===== config.mk =====
export PLATFORM = sky130hd
export DESIGN_NAME = r4_best2_combiner
export DESIGN_NICKNAME = d
export VERILOG_FILES = /design/src/rtl/r4c_pkg.sv /design/src/rtl/r4c_pair_compare.sv /design/src/rtl/r4c_rank_select.sv /design/src/rtl/r4c_corr_add.sv /design/src/rtl/r4_best2_combiner.sv
export SDC_FILE = /design/constraint.sdc
export NUM_CORES = 1
export LEC_CHECK = 0
export BUFFER_PORTS_ARGS = -buffer_cell sky130_fd_sc_hd__buf_2
export CORE_AREA = 2 2 89 91
export CTS_CLUSTER_DIAMETER = 60
export CTS_CLUSTER_SIZE = 8
export DETAILED_ROUTE_END_ITERATION = 16
export DIE_AREA = 0 0 91 93
export PLACE_DENSITY = 0.68
export SKIP_LAST_GASP = 1
export SLEW_MARGIN = 10
export SYNTH_ARGS = -nofsm -noshare
export SYNTH_HDL_FRONTEND = slang
export SYNTH_SLANG_ARGS = --single-unit
export TNS_END_PERCENT = 20

===== constraint.sdc =====
create_clock -name clk -period 13.4 [get_ports clk]
set_input_delay 2.01 -clock clk [delete_from_list [all_inputs] [get_ports clk]]
set_output_delay 2.01 -clock clk [all_outputs]
set_load 0.03 [all_outputs]

===== src/rtl/r4c_pkg.sv =====
package r4c_pkg;

  // Correction added to the winning metric, indexed by the gap to the
  // runner-up: approximates a scaled log(1 + exp(-gap)) in steps.
  function automatic int corr_of_gap(input int gap, input int cmax, input int step);
    int idx;
    idx = gap / step;
    if (idx >= cmax) return 0;
    return cmax - idx;
  endfunction

  // Upper-saturating sum; the correction is never negative, so no floor.
  function automatic int sat_sum(input int base, input int incr, input int hi);
    int s;
    s = base + incr;
    if (s > hi) return hi;
    return s;
  endfunction

endpackage


===== src/rtl/r4c_pair_compare.sv =====
module r4c_pair_compare #(
  parameter int N_PATHS = 4,
  parameter int MW      = 7
) (
  input  logic [N_PATHS*MW-1:0]      metrics,
  output logic [N_PATHS*N_PATHS-1:0] beats     // bit i*N+j: path i outranks path j
);
  // One comparator per unordered pair; the mirrored entry is its complement.
  // A tie makes the lower index outrank the higher one.
  for (genvar i = 0; i < N_PATHS; i++) begin : g_row
    for (genvar j = 0; j < N_PATHS; j++) begin : g_col
      if (i < j) begin : g_cmp
        logic signed [MW-1:0] a_i, a_j;
        assign a_i = $signed(metrics[i*MW +: MW]);
        assign a_j = $signed(metrics[j*MW +: MW]);
        assign beats[i*N_PATHS+j] = (a_i >= a_j);
      end else if (i > j) begin : g_mirror
        assign beats[i*N_PATHS+j] = ~beats[j*N_PATHS+i];
      end else begin : g_diag
        assign beats[i*N_PATHS+j] = 1'b0;
      end
    end
  end
endmodule


===== src/rtl/r4c_rank_select.sv =====
module r4c_rank_select #(
  parameter int N_PATHS = 4,
  parameter int MW      = 7,
  localparam int GW     = MW + 1
) (
  input  logic                          clk,
  input  logic                          rst_n,
  input  logic [N_PATHS*MW-1:0]         metrics,
  input  logic [N_PATHS*N_PATHS-1:0]    beats,
  output logic [N_PATHS-1:0]            max_sel,
  output logic [N_PATHS-1:0]            run_sel,
  output logic signed [MW-1:0]          max_val,
  output logic signed [MW-1:0]          run_val,
  output logic [GW-1:0]                 gap
);
  // Rank of each path = number of paths it outranks.
  for (genvar i = 0; i < N_PATHS; i++) begin : g_rank
    logic [N_PATHS-1:0] row;
    assign row        = beats[i*N_PATHS +: N_PATHS];
    assign max_sel[i] = ($countones(row) == N_PATHS - 1);
    assign run_sel[i] = ($countones(row) == N_PATHS - 2);
  end

  // First logic block: the winning value.
  always_comb begin
    max_val = '0;
    for (int k = 0; k < N_PATHS; k++)
      max_val = max_val | ({MW{max_sel[k]}} & metrics[k*MW +: MW]);
  end

  // Second logic block: runner-up value and gap to the winner.
  always_comb begin
    run_val = '0;
    for (int k = 0; k < N_PATHS; k++)
      run_val = run_val | ({MW{run_sel[k]}} & metrics[k*MW +: MW]);
  end

  logic signed [GW-1:0] max_ext, run_ext;
  assign max_ext = {max_val[MW-1], max_val};
  assign run_ext = {run_val[MW-1], run_val};
  assign gap     = max_ext - run_ext;

  AST_SINGLE_MAX: assert property (@(posedge clk) disable iff (!rst_n)
    $onehot(max_sel)) else $error("AST_SINGLE_MAX");
  AST_SINGLE_RUNNER: assert property (@(posedge clk) disable iff (!rst_n)
    $onehot(run_sel) && ((max_sel & run_sel) == '0)) else $error("AST_SINGLE_RUNNER");
  AST_ORDERED: assert property (@(posedge clk) disable iff (!rst_n)
    max_val >= run_val) else $error("AST_ORDERED");
endmodule


===== src/rtl/r4c_corr_add.sv =====
module r4c_corr_add #(
  parameter int MW        = 7,
  parameter int CORR_MAX  = 3,
  parameter int CORR_STEP = 2,
  localparam int GW       = MW + 1,
  localparam int CW       = $clog2(CORR_MAX + 1),
  localparam int HI       = (1 << (MW - 1)) - 1
) (
  input  logic                 clk,
  input  logic                 rst_n,
  input  logic signed [MW-1:0] max_val,
  input  logic [GW-1:0]        gap,
  output logic [CW-1:0]        corr,
  output logic signed [MW-1:0] sum_sat
);
  import r4c_pkg::*;

  always_comb begin
    int c, s;
    c       = corr_of_gap(int'(gap), CORR_MAX, CORR_STEP);
    corr    = CW'(c);
    s       = sat_sum(int'(max_val), c, HI);
    sum_sat = MW'(s);
  end

  AST_TIE_FULL_CORR: assert property (@(posedge clk) disable iff (!rst_n)
    (gap == '0) |-> (int'(corr) == CORR_MAX)) else $error("AST_TIE_FULL_CORR");
  AST_NOT_BELOW_MAX: assert property (@(posedge clk) disable iff (!rst_n)
    sum_sat >= max_val) else $error("AST_NOT_BELOW_MAX");
endmodule


===== src/rtl/r4_best2_combiner.sv =====
module r4_best2_combiner #(
  parameter int N_PATHS   = 4,
  parameter int MW        = 7,
  parameter int CORR_MAX  = 3,
  parameter int CORR_STEP = 2,
  localparam int GW       = MW + 1,
  localparam int CW       = $clog2(CORR_MAX + 1)
) (
  input  logic                  clk,
  input  logic                  rst_n,
  input  logic                  in_valid,
  input  logic [N_PATHS*MW-1:0] in_metrics,
  output logic                  out_valid,
  output logic [MW-1:0]         out_metric
);
  logic [N_PATHS*N_PATHS-1:0] beats;
  logic [N_PATHS-1:0]         max_sel, run_sel;
  logic signed [MW-1:0]       max_val, run_val, sum_sat;
  logic [GW-1:0]              gap;
  logic [CW-1:0]              corr;

  r4c_pair_compare #(.N_PATHS(N_PATHS), .MW(MW)) u_cmp (
    .metrics(in_metrics), .beats(beats)
  );

  r4c_rank_select #(.N_PATHS(N_PATHS), .MW(MW)) u_rank (
    .clk(clk), .rst_n(rst_n), .metrics(in_metrics), .beats(beats),
    .max_sel(max_sel), .run_sel(run_sel), .max_val(max_val),
    .run_val(run_val), .gap(gap)
  );

  r4c_corr_add #(.MW(MW), .CORR_MAX(CORR_MAX), .CORR_STEP(CORR_STEP)) u_add (
    .clk(clk), .rst_n(rst_n), .max_val(max_val), .gap(gap),
    .corr(corr), .sum_sat(sum_sat)
  );

  always_ff @(posedge clk) begin
    if (!rst_n) begin
      out_valid  <= 1'b0;
      out_metric <= '0;
    end else begin
      out_valid <= in_valid;
      if (in_valid) out_metric <= sum_sat;
    end
  end

  AST_VALID_LATENCY: assert property (@(posedge clk) disable iff (!rst_n)
    out_valid == $past(in_valid)) else $error("AST_VALID_LATENCY");
  AST_HOLD_IDLE: assert property (@(posedge clk) disable iff (!rst_n)
    !in_valid |=> $stable(out_metric)) else $error("AST_HOLD_IDLE");
  AST_RESULT_FLOOR: assert property (@(posedge clk) disable iff (!rst_n)
    in_valid |=> ($signed(out_metric) >= $past(max_val))) else $error("AST_RESULT_FLOOR");
endmodule


==> results of run 1 <==
==> layer usage <==
metal	part of all wire (%)	GRT usage [%]	wire length [um]	up-vias
met2	51	30.68	3426	51
met4	1.1	3.914	75	0
met5	0	0	0	-
met1	45	19.28	3053	1259
met3	2.3	0.8864	157	7
li1	-	-	-	1344
==> state kept, by name (all words and copies together), names as in the netlist <==
| signal | count |
|---|---|
| out_metric | 7 |
| out_valid | 1 |
==> worst min path at each step <==
stage,depth (start not counted),startpoint,slack (ns),endpoint
finish,2,out_metric[6],0.52,out_metric[6]
global route,2,out_metric[6],0.53,out_metric[6]
detailed placement,2,out_metric[6],0.50,out_metric[6]
floorplan,2,out_metric[6],0.64,out_metric[6]
global placement,2,out_metric[6],0.49,out_metric[6]
CTS,2,out_metric[6],0.51,out_metric[6]
==> logic make-up after synthesis <==
family	after synthesis
buffers and inverters	36
other	1
AOI/OAI and AO/OA	124
DFF	8
muxes	4
and+or+nand+nor	72
adders and majority gates	85
xor gates and xnor gates	6
==> stage by stage <==
stage,setup slack [ns],total power [mW],utilization [%],hold WS [ns]
after floorplan,3.646,0.4742,-,0.6404
after global placement,2.693,0.5797,43.32,0.4921
after detailed placement,2.426,0.5889,43.32,0.5001
after CTS,2.660,0.6237,43.87,0.5131
after global routing,1.995,0.6929,43.87,0.5328
final,2.696,0.6231,43.87,0.5156
==> where the power goes <==
group	internal, mW	switching, mW
registers	0.0301	0.00226
logic	0.230	0.332
clock network	0.0194	0.00919
total	0.280	0.344
==> area by class of cell <==
class | instances | area (um2)
fill | 788 | 4225
tap | 102 | 127.6
sequential | 8 | 160.2
multi-input combinational | 293 | 2663
inverter | 32 | 120.1
clock buffer | 3 | 41.29
timing repair buffer | 38 | 190.2
==> cells in the final DEF (no fill, tap or decap), types with 7 or more instances in the layout <==
cell type / count
a21o_1: 28
a22oi_1: 9
nor2b_1: 7
nor3_1: 7
buf_2: 38
a22o_1: 8
a31o_2: 7
dfxtp_1: 8
nor2_1: 7
a31oi_1: 13
a21oi_1: 10
nand2_1: 16
nand2b_1: 14
o21ai_0: 21
fa_1: 16
ha_1: 69
inv_1: 32
==> worst register-to-register path, stage by stage (launching register included) <==
cell	delay (ns)
dfxtp_1	0.29
o21ai_0	0.18
a31oi_1	0.06
==> metrics.txt, run 1 <==
TritonCTS buffer count=3; DR vias/cell=5.590; layout cells sized above 1=16.31%; Layout Skew=0 ns; hpwl dp=5.859 mm; routability cong.=0.8661; clk_lat worst skew=0.23 ns; top post-synthesis cells by area=ha_1 29%, fa_1 11%, a21o_1 7.1%; first-pass iteration count of the detailed router=4; GRT Util Overall=15.92%; initial antenna violation count=0; Initial Util=39.25%; Max-slew headroom=40.66%; clk sinks=8; final routed DRC violation total=0; Port Buffers=38; outcome=completed; startpoint types=input port; Synth Flop Type=dfxtp_1; EDFF count, synth=0; FF-to-FF path depth=2; Synth Area in Adders=40.07%; cts repair resizes=0; vias post-DR=2661; Fmax=0.09342 GHz; CTS HTree Levels=1; post-synth top area cell=ha_1; warnings from Yosys=0; cell family contributing the most delay on the critical path=compound AO/OA/AOI/OAI gates; # diodes=0; Die Y=93 um; Setup-failing EPs final=0; Worst-Margin Slew=0.8833 ns; CORE AREA=0.007527 mm2; Cells after Synth=336; worst reg-to-reg setup slack=12.74 ns; first-pass GRT wire length=11.32 mm; non-filler cells, final=476; most common cell in the netlist=ha_1; Max IR drop VDD=0.06811 mV; largest net degree at the start of global routing=15; Root Buffer=clkbuf_8; Reg2Reg Capture Point=out_metric[5]; DRT iter0 DRCs=101; largest family of logic cells by synthesized area=adder cells; Crit Path Max Fanout=8; num rows=32; Horiz. Die Dim=91 um; Final Instance Area=0.003302 mm2; Overflow after GRT=0; compound-cell area share of the yosys netlist=30.79%; Pwr Density=188.7 mW/mm2; critical path's largest stage delay=0.65 ns; setup bufs post-CTS=0; RR Startpoint=out_metric[5]; WL per Instance=14.10 um; Worst Path Arrival=10.80 ns; Seq cells post-synth=8; number of global-route vias before repair=2613; Post-Syn Area=0.002954 mm2; Longest Clk Path Bufs=2; Slowest-stage cell, CP=nor3b_1; Final min period=10.70 ns; die area=0.008463 mm2; Synth top area share=29.22%; CP most frequent cell=ha_1; Syn Area/Cell=8.792 um2; Critical Path Source=in_metrics[7]; Leak=1.679 nW; placed cell area=0.003261 mm2; critical path depth=37; Final nets=492; CP endpoint kind=register; Worst-path clk slew=0.04 ns; CTS Hold Bufs=0; Crit path buffers/inverters=3; register area share after synthesis=5.421%; Slew Limit Fails=0; max-cap violation count=0; Synth-to-Final Area Change=11.77%; final WL=6.712 mm; I/O pin total=39; critical path data required time=13.50 ns; Fin. Hold Viols=0; Hold Crit Class=register to register; Routed Antenna Nets=0; share of flip-flops with an asynchronous set or reset=0%; RSZ-0062 raised after global routing=no; period utilization=79.88%; worst setup path end=out_metric[3]; post-synth cell types=53; XOR/XNOR Fraction of Synth Area=2.033%; TritonCTS clock tree=built; setup TNS=0 ns; Inst Count DP=473; crit path kind=input port to register; top cells by count, synth=69 x ha_1, 32 x inv_1, 28 x a21o_1; Post-Synth Simple-Gate Area=15.50%; multiplexer share of the synthesized area=1.482%
Note: power is estimated with default switching activity, not from simulation.
==> run 2, diff against run 1 <==
--- a/config.mk
+++ b/config.mk
@@ -5,12 +5,13 @@
 export SDC_FILE = /design/constraint.sdc
 export NUM_CORES = 1
 export LEC_CHECK = 0
+export ABC_AREA = 1
 export BUFFER_PORTS_ARGS = -buffer_cell sky130_fd_sc_hd__buf_2
-export CORE_AREA = 2 2 89 91
+export CORE_AREA = 2 2 93 95
 export CTS_CLUSTER_DIAMETER = 60
 export CTS_CLUSTER_SIZE = 8
 export DETAILED_ROUTE_END_ITERATION = 16
-export DIE_AREA = 0 0 91 93
+export DIE_AREA = 0 0 95 97
 export PLACE_DENSITY = 0.68
 export SKIP_LAST_GASP = 1
 export SLEW_MARGIN = 10
==> constraint.sdc (replaced) <==
create_clock -name clk -period 10.4 [get_ports clk]
set_input_delay 1.56 -clock clk [delete_from_list [all_inputs] [get_ports clk]]
set_output_delay 1.56 -clock clk [all_outputs]
set_load 0.03 [all_outputs]
==> metrics.txt, run 2 <==
most common cell in the netlist=nand2_1; startpoint types=input port; clock power share=3.9%; CTS Hold Bufs=0; EDFF count, synth=0; WL per Instance=13.20 um; commonest cells after routing, fill and taps aside=106 x nand2_1, 92 x inv_1, 69 x ha_1, 40 x nor2_1, 38 x buf_2; Hold WS=0.4811 ns; cts repair resizes=0; Setup-failing EPs final=0; Seq cells post-synth=8; layout cells sized above 1=14.07%; Overflow after GRT=0; die area=0.009215 mm2; Largest Register=out_metric; setup bufs post-CTS=0; Slowest-stage cell, CP=o311ai_0; Port Buffers=38; setup TNS=0 ns; Switch Pwr=0.5926 mW; Synth Flop Type=dfxtp_1; Max-slew headroom=18.29%; top cells by count, synth=106 x nand2_1, 92 x inv_1, 69 x ha_1; final routed DRC violation total=0; top post-synthesis cells by area=ha_1 27%, nand2_1 12%, inv_1 11%; crit path kind=input port to register; Routed Antenna Nets=0; Hold Crit Class=register to register; critical path's largest stage delay=1.02 ns; post-synth top area cell=ha_1; first-pass GRT wire length=14.52 mm; number of global-route vias before repair=3246; Synth-to-Final Area Change=11.28%; Layout Skew=0 ns; warnings from Yosys=0; clk_lat worst skew=0.23 ns; Final min period=8.928 ns; filler instances=852; RSZ-0062 raised after global routing=no; max-cap violation count=0; Hold Crit Endpoint=out_metric[6]; Syn Area/Cell=6.633 um2; Root Buffer=clkbuf_8; Cells after Synth=485; Crit Path Max Fanout=7; sequential share of power=4.4%; Horiz. Die Dim=95 um; I/O pin total=39; FF-to-FF path depth=2; Max IR drop VDD=0.08940 mV; CP endpoint kind=register; post-synth cell types=37; hold depth=2; Final nets=644; Final Worst Setup Slack=1.472 ns; Fmax=0.1120 GHz; Reg2Reg Capture Point=out_metric[3]; Worst-Margin Slew=1.210 ns; DR vias/cell=5.212; Post-Syn Area=0.003217 mm2; total power=0.9782 mW; Internal=0.3856 mW; Leak=2.025 nW; Die Y=97 um; Largest register FFs=7; DRT iter0 DRCs=173; met2 GRT Util=34.81%; Top Usage Layer GRT=met2; CTS HTree Levels=1; Synth top area share=26.84%; worst reg-to-reg setup slack=9.72 ns; Fin. Hold Viols=0; Setup WS pre-CTS=1.314 ns; CP most frequent cell=nand2_1; TritonCTS clock tree=built; register area share after synthesis=4.979%; TritonCTS buffer count=3; leading cell type in the layout, fill and taps excluded=nand2_1; global routing usage on met1=24.08%; initial antenna violation count=0; num rows=33; outcome=completed; Regs by FF count=out_metric (7), out_valid (1); Gate power share=91.6%; Worst-path clk slew=0.04 ns; RR Startpoint=out_metric[3]; vias post-DR=3289; M3 GR Usage=1.713%; Pwr Density=273.3 mW/mm2; Inst Count DP=628; routability cong.=0.9885; Longest Clk Path Bufs=2; # diodes=0; GRT Util Overall=19.14%; switching part of the total=60.58%; Worst Path Arrival=9.10 ns; Initial Util=39.55%; hpwl dp=7.246 mm; Slew Limit Fails=0; critical path data required time=10.57 ns; period utilization=85.85%; share of flip-flops with an asynchronous set or reset=0%; first-pass iteration count of the detailed router=5; hold path start=out_metric[6]; final WL=8.330 mm; CORE AREA=0.008134 mm2; clk sinks=8; non-filler cells, final=631; largest net degree at the start of global routing=11
==> run 2: cell types whose count changed after synthesis, sizes merged, moves of 9 or more <==
| cell | change |
|---|---|
| o22ai | +11 |
| a21oi | +20 |
| nor2 | +37 |
| nand3 | +27 |
| nand2b | -14 |
| inv | +62 |
| a31oi | -12 |
| a21o | -27 |
| nand2 | +100 |
| a22oi | -9 |
==> run 2: worst max path at each step <==
stage | startpoint | end | slack (ns)
6_report | in_metrics[26] | out_metric[6] | 1.47
5_1_grt | in_metrics[23] | out_metric[6] | 0.74
4_1_cts | in_metrics[26] | out_metric[6] | 1.54
3_5_place_dp | in_metrics[26] | out_metric[6] | 1.31
3_3_place_gp | in_metrics[26] | out_metric[6] | 1.36
2_1_floorplan | in_metrics[23] | out_metric[6] | 2.52
==> run 2: layout make-up <==
class / count / area (um2) / share of cell area (%)
clock buffer: 3 / 41.29 / 1.153
inverter: 94 / 352.8 / 9.857
multi-input combinational: 383 / 2704 / 75.53
sequential: 8 / 160.2 / 4.474
tap: 105 / 131.4 / 3.670
timing repair buffer: 38 / 190.2 / 5.313
==> run 2: power groups by stage <==
stage	clock network (mW)	logic (mW)	registers, mW
after floorplan	0	0.698	0.0598
after global placement	0	0.877	0.0430
after detailed placement	0	0.891	0.0436
after CTS	0.0391	0.897	0.0431
after global routing	0.0418	1.04	0.0445
final	0.0386	0.896	0.0433
==> run 2: cell families (layout without fill, tap and decap cells) <==
family	Yosys count	count (layout)	share of synthesized area (%)
adder cells (fa/ha/maj)	85	85	36.80
buffers and inverters	95	135	11.09
AND/OR/NAND/NOR	213	213	30.73
XOR/XNOR	3	3	0.8170
other	1	2	0.1166
flip-flops	8	8	4.978
AO/OA/AOI/OAI	80	80	15.48
==> run 2: through the flow <==
stage | area [um2] | utilization (%)
global placement | 3538 | 43.50
CTS | 3580 | 44.01
global route | 3580 | 44.01
floorplan | 3221 | -
finish | 3580 | 44.01
detailed placement | 3538 | 43.50
==> run 2: metal layers <==
layer  share of wire (%)  vias up
met5                   0        -
met4                 2.0        0
met3                 4.9       14
met2                  50       80
met1                  43     1510
li1                    -     1685
==> run 2: critical path, delay by kind of cell <==
kind / cells / cell delay [ns]
and+or+nand+nor: 21 / 2.33
adders and majority gates: 7 / 2.64
AOI/OAI and AO/OA: 4 / 1.73
buffers and inverters: 8 / 0.85
==> run 3, diff against run 2 <==
--- a/config.mk
+++ b/config.mk
@@ -6,13 +6,13 @@
 export NUM_CORES = 1
 export LEC_CHECK = 0
 export ABC_AREA = 1
-export BUFFER_PORTS_ARGS = -buffer_cell sky130_fd_sc_hd__buf_2
 export CORE_AREA = 2 2 93 95
 export CTS_CLUSTER_DIAMETER = 60
 export CTS_CLUSTER_SIZE = 8
 export DETAILED_ROUTE_END_ITERATION = 16
 export DIE_AREA = 0 0 95 97
-export PLACE_DENSITY = 0.68
+export DONT_BUFFER_PORTS = 1
+export PLACE_DENSITY = 0.64
 export SKIP_LAST_GASP = 1
 export SLEW_MARGIN = 10
 export SYNTH_ARGS = -nofsm -noshare
==> metrics.txt, run 3 (synthesis results as in run 2) <==
critical path data required time=10.57 ns; hpwl dp=7.293 mm; cts repair resizes=0; Fmax=0.1140 GHz; Largest Register=out_metric; Synth-to-Final Area Change=5.368%; Root Buffer=clkbuf_8; Worst-Margin Slew=1.146 ns; clk sinks=8; Critical Path Source=in_metrics[24]; Port Buffers=0; Largest register FFs=7; Overflow after GRT=0; Routed Antenna Nets=0; critical path's largest stage delay=0.94 ns; I/O pin total=39; Final min period=8.775 ns; Worst Path Arrival=8.94 ns; Worst-path clk slew=0.04 ns; Regs by FF count=out_metric (7), out_valid (1); period utilization=84.38%; first-pass iteration count of the detailed router=4; num rows=33; setup TNS=0 ns; RSZ-0062 raised after global routing=no; max-cap violation count=0; TritonCTS clock tree=built; outcome=completed; crit path kind=input port to register; Horiz. Die Dim=95 um; final routed DRC violation total=0; CTS Hold Bufs=0; Pwr Density=284.8 mW/mm2; Max IR drop VDD=0.08785 mV; startpoint types=input port; Initial Util=39.55%; CP most frequent cell=nand2_1; routability cong.=0.9649; layout cells sized above 1=7.377%; DR vias/cell=5.346; Fin. Hold Viols=0; Crit Path Max Fanout=7; CP endpoint kind=register; first-pass GRT wire length=14.76 mm; commonest cells after routing, fill and taps aside=106 x nand2_1, 92 x inv_1, 69 x ha_1, 40 x nor2_1, 27 x a21oi_1; Hold Crit Class=register to register; Layout Skew=0 ns; Die Y=97 um; die area=0.009215 mm2; Final Instance Area=0.003390 mm2; Final nets=606; CORE AREA=0.008134 mm2; hold path start=out_metric[6]; number of global-route vias before repair=3195; total power=0.9652 mW; setup bufs post-CTS=0; # diodes=0; DRT iter0 DRCs=95; WL per Instance=14.07 um; clk_lat worst skew=0.23 ns; Slew Limit Fails=0; Max-slew headroom=22.65%; Longest Clk Path Bufs=2; RR Startpoint=out_metric[4]; leading cell type in the layout, fill and taps excluded=nand2_1; final core occ=41.67%; GRT Util Overall=19.58%; largest net degree at the start of global routing=11; Slowest-stage cell, CP=o311ai_0; Leak=1.869 nW; placed cell area=0.003348 mm2; CTS HTree Levels=1; TritonCTS buffer count=3; initial antenna violation count=0; vias post-DR=3170; final WL=8.344 mm; Setup-failing EPs final=0
==> run 3: changes by cell type in the layout (fill, tap and decap cells not counted) <==
cell	before	now
buf_2	38	0
==> run 3: final cells by class <==
cell class	count	area, um2
fill	837	4745
multi-input combinational	383	2704
inverter	94	352.8
sequential	8	160.2
tap	105	131.4
clock buffer	3	41.29
==> run 3: power by group <==
| group | internal (mW) | total [mW] | switching, mW | leakage, nW |
|---|---|---|---|---|
| combinational | 0.311 | 0.866 | 0.555 | 1.78 |
| clock | 0.0251 | 0.0378 | 0.0127 | 0.0216 |
| sequential | 0.0393 | 0.0611 | 0.0218 | 0.0666 |
| total | 0.376 | 0.965 | 0.589 | 1.87 |
==> run 3: routing by layer <==
metal | part of all wire [%] | global-route usage [%] | routed length, um
met2 | 52 | 35.90 | 4298
met4 | 1.8 | 4.794 | 153
met5 | 0 | 0 | 0
met1 | 42 | 23.25 | 3496
met3 | 4.7 | 3.193 | 396
==> run 3: final timing paths <==
path | slack, ns | cells past startpoint | to
setup / recovery | 1.62 | 39 | out_metric[6]
hold / removal | 0.65 | 2 | out_metric[6]
setup reg to reg | 9.52 | 2 | out_metric[4]
hold reg to reg | 0.65 | 2 | out_metric[6]
==> run 3: stage by stage <==
stage               instances  hold WS (ns)  setup WS (ns)
CTS                       593        0.6495          1.652
floorplan                 486        0.6031          2.521
detailed placement        590        0.6433          1.441
global route              593        0.6758         0.8569
finish                    593        0.6476          1.625
global placement          590        0.6224          1.624
==> run 3: worst max-delay path: cells and delay by family <==
kind	cells	cell delay (ns)
buf+inv	7	0.71
fa+ha+maj	7	2.65
compound gates	4	1.59
simple gates	21	2.42
